==> src/rtl/wdr_pkg.sv <==
package wdr_pkg;

    typedef enum logic [1:0] {
        CD_IDLE = 2'd0,
        CD_RUN  = 2'd1,
        CD_HOLD = 2'd2
    } cd_state_e;

    typedef enum logic [1:0] {
        SRC_NORMAL = 2'b00,
        SRC_STRAP  = 2'b10,
        SRC_PROG   = 2'b11
    } freq_src_e;

    typedef struct packed {
        logic status;
        logic locked;
        freq_src_e src;
    } recov_state_t;

    function automatic freq_src_e pick_recovery(input logic from_regs);
        return from_regs ? SRC_PROG : SRC_STRAP;
    endfunction

    function automatic int unsigned max_u(input int unsigned a, input int unsigned b);
        return (a > b) ? a : b;
    endfunction

endpackage

==> src/rtl/wdr_prescaler.sv <==
module wdr_prescaler #(
    parameter int unsigned SHORT_UNIT_CYC = 3,
    parameter int unsigned LONG_UNIT_CYC  = 5
) (
    input  logic clk,
    input  logic rst,
    input  logic run,
    input  logic restart,
    input  logic long_unit,
    output logic tick
);
    import wdr_pkg::*;

    localparam int unsigned MAXL = max_u(SHORT_UNIT_CYC, LONG_UNIT_CYC);
    localparam int unsigned PW   = $clog2(MAXL + 1);

    logic [PW-1:0] pcnt;
    logic [PW-1:0] lim;

    assign lim  = long_unit ? PW'(LONG_UNIT_CYC - 1) : PW'(SHORT_UNIT_CYC - 1);
    assign tick = run && !restart && (pcnt == lim);

    always_ff @(posedge clk) begin
        if (rst || !run || restart) begin
            pcnt <= '0;
        end else if (pcnt >= lim) begin
            pcnt <= '0;
        end else begin
            pcnt <= pcnt + 1'b1;
        end
    end

    AST_TICK_WRAPS: assert property (@(posedge clk) disable iff (rst)
        tick |=> (pcnt == '0)) else $error("prescaler did not wrap");

endmodule

==> src/rtl/wdr_countdown.sv <==
module wdr_countdown #(
    parameter int unsigned TMO_W = 5
) (
    input  logic             clk,
    input  logic             rst,
    input  logic             wd_en,
    input  logic             start,
    input  logic             tick,
    input  logic [TMO_W-1:0] tmo_val,
    output logic             running,
    output logic             expire
);
    import wdr_pkg::*;

    cd_state_e        state;
    logic [TMO_W-1:0] cnt;

    assign running = (state == CD_RUN);
    assign expire  = wd_en && running && !start && tick && (cnt == '0);

    always_ff @(posedge clk) begin
        if (rst) begin
            state <= CD_IDLE;
            cnt   <= '0;
        end else if (!wd_en) begin
            state <= CD_IDLE;
            cnt   <= tmo_val;
        end else begin
            unique case (state)
                CD_IDLE: begin
                    if (start) begin
                        state <= CD_RUN;
                        cnt   <= tmo_val;
                    end
                end
                CD_RUN: begin
                    if (start) begin
                        cnt <= tmo_val;
                    end else if (tick) begin
                        if (cnt == '0) begin
                            state <= CD_HOLD;
                        end else begin
                            cnt <= cnt - 1'b1;
                        end
                    end
                end
                default: state <= CD_HOLD;
            endcase
        end
    end

    AST_EXPIRE_SINGLE: assert property (@(posedge clk) disable iff (rst)
        expire |=> !expire) else $error("expiry repeated");
    AST_IDLE_WHEN_OFF: assert property (@(posedge clk) disable iff (rst)
        !wd_en |=> (state == CD_IDLE)) else $error("timer not stopped");
    AST_RUN_NEEDS_START: assert property (@(posedge clk) disable iff (rst)
        (state == CD_IDLE && !start) |=> (state != CD_RUN)) else $error("ran without change");

endmodule

==> src/rtl/wdr_recovery.sv <==
module wdr_recovery #(
    parameter int unsigned RST_PULSE_CYC = 4
) (
    input  logic       clk,
    input  logic       rst,
    input  logic       wd_en,
    input  logic       expire,
    input  logic       rst_on_expire,
    input  logic       recov_from_regs,
    input  logic       stat_wr,
    input  logic       stat_wdata,
    output logic       status,
    output logic       locked,
    output logic [1:0] src,
    output logic       rst_req
);
    import wdr_pkg::*;

    localparam int unsigned PCW = $clog2(RST_PULSE_CYC + 1);

    recov_state_t   st;
    logic [PCW-1:0] pulse_cnt;

    always_ff @(posedge clk) begin
        if (rst) begin
            st.status <= 1'b0;
            st.locked <= 1'b0;
            st.src    <= SRC_NORMAL;
        end else begin
            if (expire) begin
                st.status <= 1'b1;
            end else if (stat_wr && stat_wdata) begin
                st.status <= 1'b0;
            end
            if (!wd_en) begin
                st.locked <= 1'b0;
                st.src    <= SRC_NORMAL;
            end else if (expire) begin
                st.locked <= 1'b1;
                st.src    <= pick_recovery(recov_from_regs);
            end
        end
    end

    always_ff @(posedge clk) begin
        if (rst) begin
            pulse_cnt <= '0;
        end else if (expire && rst_on_expire) begin
            pulse_cnt <= PCW'(RST_PULSE_CYC);
        end else if (pulse_cnt != '0) begin
            pulse_cnt <= pulse_cnt - 1'b1;
        end
    end

    assign status  = st.status;
    assign locked  = st.locked;
    assign src     = st.src;
    assign rst_req = (pulse_cnt != '0);

    AST_EXPIRE_SETS_STATUS: assert property (@(posedge clk) disable iff (rst)
        expire |=> status) else $error("status not set");
    AST_RST_GATED: assert property (@(posedge clk) disable iff (rst)
        (!rst_req && !(expire && rst_on_expire)) |=> !rst_req) else $error("stray reset");
    AST_LOCK_SRC: assert property (@(posedge clk) disable iff (rst)
        locked |-> (src != SRC_NORMAL)) else $error("locked with normal source");
    AST_UNLOCK_ON_DISABLE: assert property (@(posedge clk) disable iff (rst)
        !wd_en |=> !locked) else $error("lock held");

endmodule

==> src/rtl/freq_watchdog.sv <==
module freq_watchdog #(
    parameter int unsigned TMO_W          = 5,
    parameter int unsigned SHORT_UNIT_CYC = 2147727,
    parameter int unsigned LONG_UNIT_CYC  = 35795450,
    parameter int unsigned RST_PULSE_CYC  = 16
) (
    input  logic             clk,
    input  logic             rst,
    input  logic             wd_en,
    input  logic             long_unit,
    input  logic [TMO_W-1:0] tmo_val,
    input  logic             rst_on_expire,
    input  logic             recov_from_regs,
    input  logic             chg_req,
    input  logic             stat_wr,
    input  logic             stat_wdata,
    output logic             chg_go,
    output logic             tmo_status,
    output logic             rst_req,
    output logic             recov_lock,
    output logic [1:0]       freq_src
);
    logic start;
    logic running;
    logic tick;
    logic expire;

    assign chg_go = chg_req && !recov_lock;
    assign start  = chg_go && wd_en;

    wdr_prescaler #(
        .SHORT_UNIT_CYC (SHORT_UNIT_CYC),
        .LONG_UNIT_CYC  (LONG_UNIT_CYC)
    ) u_presc (
        .clk       (clk),
        .rst       (rst),
        .run       (running),
        .restart   (start),
        .long_unit (long_unit),
        .tick      (tick)
    );

    wdr_countdown #(
        .TMO_W (TMO_W)
    ) u_cd (
        .clk     (clk),
        .rst     (rst),
        .wd_en   (wd_en),
        .start   (start),
        .tick    (tick),
        .tmo_val (tmo_val),
        .running (running),
        .expire  (expire)
    );

    wdr_recovery #(
        .RST_PULSE_CYC (RST_PULSE_CYC)
    ) u_rec (
        .clk             (clk),
        .rst             (rst),
        .wd_en           (wd_en),
        .expire          (expire),
        .rst_on_expire   (rst_on_expire),
        .recov_from_regs (recov_from_regs),
        .stat_wr         (stat_wr),
        .stat_wdata      (stat_wdata),
        .status          (tmo_status),
        .locked          (recov_lock),
        .src             (freq_src),
        .rst_req         (rst_req)
    );

    AST_LOCK_REFUSES: assert property (@(posedge clk) disable iff (rst)
        recov_lock |-> !chg_go) else $error("change accepted while locked");
    AST_EN_CLEAR_WINS: assert property (@(posedge clk) disable iff (rst)
        (!wd_en && !tmo_status) |=> !tmo_status) else $error("status set while disabled");
    AST_RESET_QUIET: assert property (@(posedge clk)
        rst |=> (!tmo_status && !recov_lock && !rst_req)) else $error("reset state wrong");

endmodule

==> config.mk <==
export PLATFORM = sky130hd
export DESIGN_NAME = freq_watchdog
export DESIGN_NICKNAME = d
export VERILOG_FILES = /design/src/rtl/wdr_pkg.sv /design/src/rtl/wdr_prescaler.sv /design/src/rtl/wdr_countdown.sv /design/src/rtl/wdr_recovery.sv /design/src/rtl/freq_watchdog.sv
export SDC_FILE = /design/constraint.sdc
export NUM_CORES = 1
export LEC_CHECK = 0
export ABC_AREA = 1
export BUFFER_PORTS_ARGS = -buffer_cell sky130_fd_sc_hd__buf_2
export CAP_MARGIN = 20
export CORE_UTILIZATION = 55
export CTS_CLUSTER_DIAMETER = 40
export DETAILED_ROUTE_END_ITERATION = 12
export GPL_TIMING_DRIVEN = 1
export HOLD_SLACK_MARGIN = 0.06
export PLACE_DENSITY_LB_ADDON = 0.2
export SYNTH_ARGS = -nofsm -noshare
export SYNTH_HDL_FRONTEND = slang
export SYNTH_SLANG_ARGS = --single-unit
==> constraint.sdc <==
create_clock -name clk -period 1.75 [get_ports clk]
set_input_delay 0.35 -clock clk [delete_from_list [all_inputs] [get_ports clk]]
set_output_delay 0.35 -clock clk [all_outputs]
set_load 0.01 [all_outputs]
# Yosys cells after proc, flatten, opt, wreduce, memory -nomap -nowiden
# Cells that the tools add are included.
# op_classes
add_sub_neg,3
mul,0
div_mod_pow,0
magnitude_cmp,1
n_eq_ne,10
n_shift,0
muxes,17
bitwise,1
n_reduce_logical,25
# ops
cell,count
5-bit 2-to-1 mux,7
26-bit by 1-bit adder with 26-bit output (second input constant),1
26-bit == test,1
26-bit greater-or-equal comparator,1
26-bit 2-to-1 mux,1
1-bit logical AND,10
5-bit case mux with 2 select lines,1
5-bit by 1-bit subtractor with 5-bit output (second input constant),2
2-bit 2-to-1 mux,4
4-bit AND reduction,2
2-bit OR reduction,3
5-bit zero test,1
5-bit nonzero test,1
2-bit by 1-bit != test with 1-bit output (second input constant),2
2-bit != test (second input constant),2
4-bit by 2-bit != test with 1-bit output (second input constant),1
4-bit by 3-bit != test with 1-bit output (second input constant),1
2-bit case mux with 2 select lines,1
2-bit nonzero test,2
1-bit zero test,3
1-bit 2-to-1 mux,3
3-bit by 1-bit != test with 1-bit output (second input constant),1
3-bit by 2-bit != test with 1-bit output (second input constant),1
2-bit by 1-bit == test with 1-bit output (second input constant),1
other kinds (3),4
# totals
register_bits,42
latchBits,0
ramBits,0
romBits,0
in_bits,14
output_inout_bits,6
word_cells,65
n_memories,0

# Depth between registers and ports, before layout
# logic_depth
ltp_word,10
mapped_depth,11
mapped_depth_nobuf,11

# Modules after synthesis
# A second synthesis with hierarchy kept.
# hier_totals
hier_cells,412
hier_area_um2,2801.4
# by_module_without_submodules
module,instances,cells_each,area_per_inst_um2,seq_area_each_um2
wdr_prescaler,1,269,1868.0,520.5
wdr_countdown,1,90,560.5,140.1
wdr_recovery,1,48,349.1,160.2
freq_watchdog,1,5,23.8,0.0

# Worst setup path before layout
# OpenSTA, ideal clock, no wires.
# synth_path
path_kind,input -> register
startpoint,input port long_unit
endpoint,register u_presc.pcnt[14]
setup_ps,117
arrival_ps,1599
required_ps,1633
slack_ps,34
path_stages,10
n_path_buf,1
path_cell_list,inv_1 > ha_1 > nand2_1 > nor2_1 > nand2_2 > nor2_8 > nand2_1 > nand4_4 > buf_8 > nor2_2
# synth_via
elab_chain_cells,3
# synth_lines
item,line_no,text
start: declaration,freq_watchdog.sv:10,"input logic long_unit,"
26-bit 2-to-1 mux,wdr_prescaler.sv:20,assign lim = long_unit ? PW'(LONG_UNIT_CYC - 1) : PW'(SHORT_UNIT_CYC - 1);
26-bit greater-or-equal comparator,wdr_prescaler.sv:26,end else if (pcnt >= lim) begin
2-bit OR reduction (no source line),n/a,
end signal: assignment,wdr_prescaler.sv:29,pcnt <= pcnt + 1'b1;
end: declaration,wdr_prescaler.sv:17,logic [PW-1:0] pcnt;
# No other way between the ends.
# A chain may end at the register's enable or synchronous reset.

# Final worst setup path
# layout_path
startpoint,register u_rec.pulse_cnt[0]
endpoint,output port rst_req
# layout_via
elab_chain_cells,1
# layout_lines
item,line_no,text
start: declaration,wdr_recovery.sv:22,logic [PCW-1:0] pulse_cnt;
start signal: assignment,wdr_recovery.sv:49,pulse_cnt <= PCW'(RST_PULSE_CYC);
start signal: assignment,wdr_recovery.sv:51,pulse_cnt <= pulse_cnt - 1'b1;
5-bit nonzero test,wdr_recovery.sv:58,assign rst_req = (pulse_cnt != '0);
end: declaration,freq_watchdog.sv:19,"output logic rst_req,"
# No other way between the ends.

==> impl_metrics.sql <==
INSERT INTO impl_metrics (metric_group, metric, value, unit) VALUES
('drt', 'remaining_drcs', '0', ''),
('grt', 'top_usage_layer', 'met2', ''),
('setup_path', 'worst_reg_to_reg_cells', '11', ''),
('clock_tree', 'max-clock-path-buffers', '2', ''),
('power_and_ir_drop', 'power.combinational.fraction', '22.5', '%'),
('hold_path', 'hold_path.class', 'in -> reg', ''),
('grt', 'first_global_vias', '2252', ''),
('power_and_ir_drop', 'p_switching', '0.629', 'mW'),
('clock_tree', 'cts_tree', 'built', ''),
('clock_tree', 'cts_htree_levels', '2', ''),
('final_layout', 'seqCellArea', '823', 'µm²'),
('final_layout', 'multi_input_comb_area', '1810', 'µm²'),
('power_and_ir_drop', 'peak_ir_drop_on_the_vdd_network', '0.740', 'mV'),
('floorplanning', 'placementRows', '25', ''),
('final_layout', 'proportion_of_layout_cells_with_a_drive_suffix_above_1', '29.7', '%'),
('drt', 'via_count', '2513', ''),
('grt', 'maximum_number_of_pins_on_one_net_before_global_route_repair', '17', ''),
('timing', 'achievable-frequency', '0.589', 'GHz'),
('place', 'detailedPlace.worstSlack', '-254', 'ps'),
('timing', 'final_min_period_over_clock_period', '97.0', '%'),
('run_status', 'run_status', 'finished, final reports clean', ''),
('floorplanning', 'die_h', '72.9', 'µm'),
('grt', 'grtUsageMet3', '4.42', '%'),
('clock_tree', 'cts.root.buffer_cell', 'clkbuf_8', ''),
('grt', 'grt_first_pass_wirelength', '9.60', 'mm'),
('yosys', 'syn_nets', '418', ''),
('setup_path', 'critical_path.max_fanout', '3', ''),
('clock_tree', 'worst_skew_pair.late_latency', '290', 'ps'),
('timing', 'hold_viol_final', '0', ''),
('place', 'dp_hpwl', '4.57', 'mm'),
('clock_tree', 'cts.sink_count', '41', ''),
('yosys', 'largest_area_contributor_in_the_synthesized_netlist', 'dfxtp_1', ''),
('timing', 'setup_viol', '0', ''),
('place', 'detailed_place.area', '3090', 'µm²'),
('final_layout', 'final_net_count', '464', ''),
('yosys', 'average_cell_area_after_synthesis', '7.15', 'µm²'),
('final_layout', 'fin_area', '3380', 'µm²'),
('power_and_ir_drop', 'pwr_density_cell', '696', 'nW/µm²'),
('yosys', 'yosysMostFrequentCell', 'nand2_1', ''),
('yosys', 'synth_cell_type_count', '33', ''),
('grt', 'use_met1', '29.7', '%'),
('yosys', 'post-synth-top-area-fraction', '29.7', '%'),
('clock_tree', 'cts.hold.buffers_added', '0', ''),
('timing', 'period_needed', '1700', 'ps'),
('setup_path', 'required', '1400', 'ps'),
('setup_path', 'startpoint', 'u_rec.pulse_cnt[0]', ''),
('yosys', 'edff_count_synth', '0', ''),
('grt', 'initial_antenna_violation_count', '0', ''),
('power_and_ir_drop', 'power_frac_clock', '33.5', '%'),
('power_and_ir_drop', 'power.sequential.fraction', '43.9', '%'),
('yosys', 'syn_inst', '387', ''),
('yosys', 'synth-warning-count', '0', ''),
('yosys', 'seq_area_frac_synth', '29.7', '%'),
('yosys', 'post_synth_instance_area', '2770', 'µm²'),
('hold_path', 'worst_hold_startpoint', 'rst', ''),
('setup_path', 'timing.critical_path.arrival', '1350', 'ps'),
('drt', 'first_iter_violations', '124', ''),
('grt', 'grt_overflow', '0', ''),
('timing', 'tightestPinTransition', '375', 'ps'),
('floorplanning', 'floorplan.core_area', '4790', 'µm²'),
('setup_path', 'critPathCaptureType', 'output pin', ''),
('timing', 'setup_ws', '53.0', 'ps'),
('timing', 'fin_worst_skew', '9.71', 'ps'),
('clock_tree', 'cts_made_buffers', '5', ''),
('floorplanning', 'num_io_pins', '20', ''),
('yosys', 'synth_flop_cell', 'dfxtp_1', ''),
('floorplanning', 'fp.dieArea', '5320', 'µm²'),
('drt', 'viasPerCell', '5.02', ''),
('place', 'finalWeightedCongestion', '0.950', ''),
('setup_path', 'timing.setup.critical_path_class', 'reg -> out', ''),
('grt', 'met2_use_gr', '41.1', '%');
-- per-layer routing --
metal | wire length, µm | up-vias
met5 | 0 | -
met4 | 46 | 0
met3 | 259 | 4
met2 | 2960 | 32
met1 | 2680 | 1180
li1 | - | 1297
-- what timing repair did --
| item | CTS | global route |
|---|---|---|
| endpoints found under the setup margin | 0 | 41 |
| resized for setup | 0 | 26 |
| setup buffers | 0 | 1 |
-- power groups by stage --
stage          sequential, mW  clock [mW]  combinational (mW)
5_1_grt                  1.04       0.849               0.597
6_report                 1.03       0.788               0.529
3_3_place_gp             1.05           0               0.478
3_5_place_dp             1.05           0               0.494
4_1_cts                  1.03       0.815               0.494
2_1_floorplan            1.04           0               0.343
-- final timing paths --
kind / endpoint / slack [ps]
setup / recovery: rst_req / 50
hold / removal: u_rec.status / 260
setup reg to reg: u_cd.cnt[1] / 90
hold reg to reg: u_rec.status / 460
-- cell families (layout without fill, tap and decap cells) --
kind of cell             after synthesis  in the layout  synth area share, %
multiplexers                           1              1                0.407
XOR/XNOR                              26             26                 8.24
buffers and inverters                 66            112                 9.91
AO/OA/AOI/OAI                         31             31                 6.29
AND/OR/NAND/NOR                      205            206                 37.8
adder cells (fa/ha/maj)               17             17                 7.69
flip-flops                            41             41                 29.7
-- sequential cells by signal, indices dropped and copies added (netlist names) --
signal,count
u_rec.status,1
u_rec.src,2
u_rec.pulse_cnt,5
u_cd.cnt,5
u_presc.pcnt,26
u_cd.state,2
-- cell type report --
cell class,count,area share (%)
Multi-Input combinational cell,281,53.7
Sequential cell,41,24.4
Timing Repair Buffer,41,8.89
Inverter,63,7.11
Clock buffer,7,2.56
Tap cell,67,2.48
Clock inverter,1,0.889
-- worst max-delay path, cell delays in order, from the launching register on --
cell     delay, ps
dfxtp_1        330
inv_1          100
ha_2           190
inv_1           50
nor3_2         180
inv_1           70
buf_2          140
-- cell usage in the layout (no fill, tap or decap), types with 2 or more instances in the layout --
cell type  netlist  routed
inv_2            9      10
xor2_1          17      17
nand4_4          2       3
nand3_2          0       3
dfxtp_2          0       2
o21a_1           3       3
dfxtp_1         41      39
nand2_2          5       8
nand4_1          4       4
buf_4            1      20
o21ai_1          2       3
nor3_1           8       6
nor3_2           8      10
nand3_1         17      14
ha_4             0       6
xnor2_1          9       9
or2_2            2       2
ha_1            17      10
nor2_2          22      24
nand2_1         79      77
o21ai_0          5       4
nor2_1          50      47
clkbuf_8         0       6
nor2_4           3       4
a21oi_1         17      17
inv_1           54      52
buf_2            0      18
buf_12           0       3
-- through the flow --
stage	hold WS, ps	setup TNS, ps	util (%)	std cells	total power, mW
after floorplan	419	0	-	387	1.39
after CTS	250	0	67.0	499	2.34
after global placement	453	-7350	64.5	491	1.53
after detailed placement	448	-9130	64.5	491	1.54
after global routing	257	-147	70.6	501	2.49
final	255	0	70.6	501	2.35
Note: power is estimated with default switching activity, not from simulation.
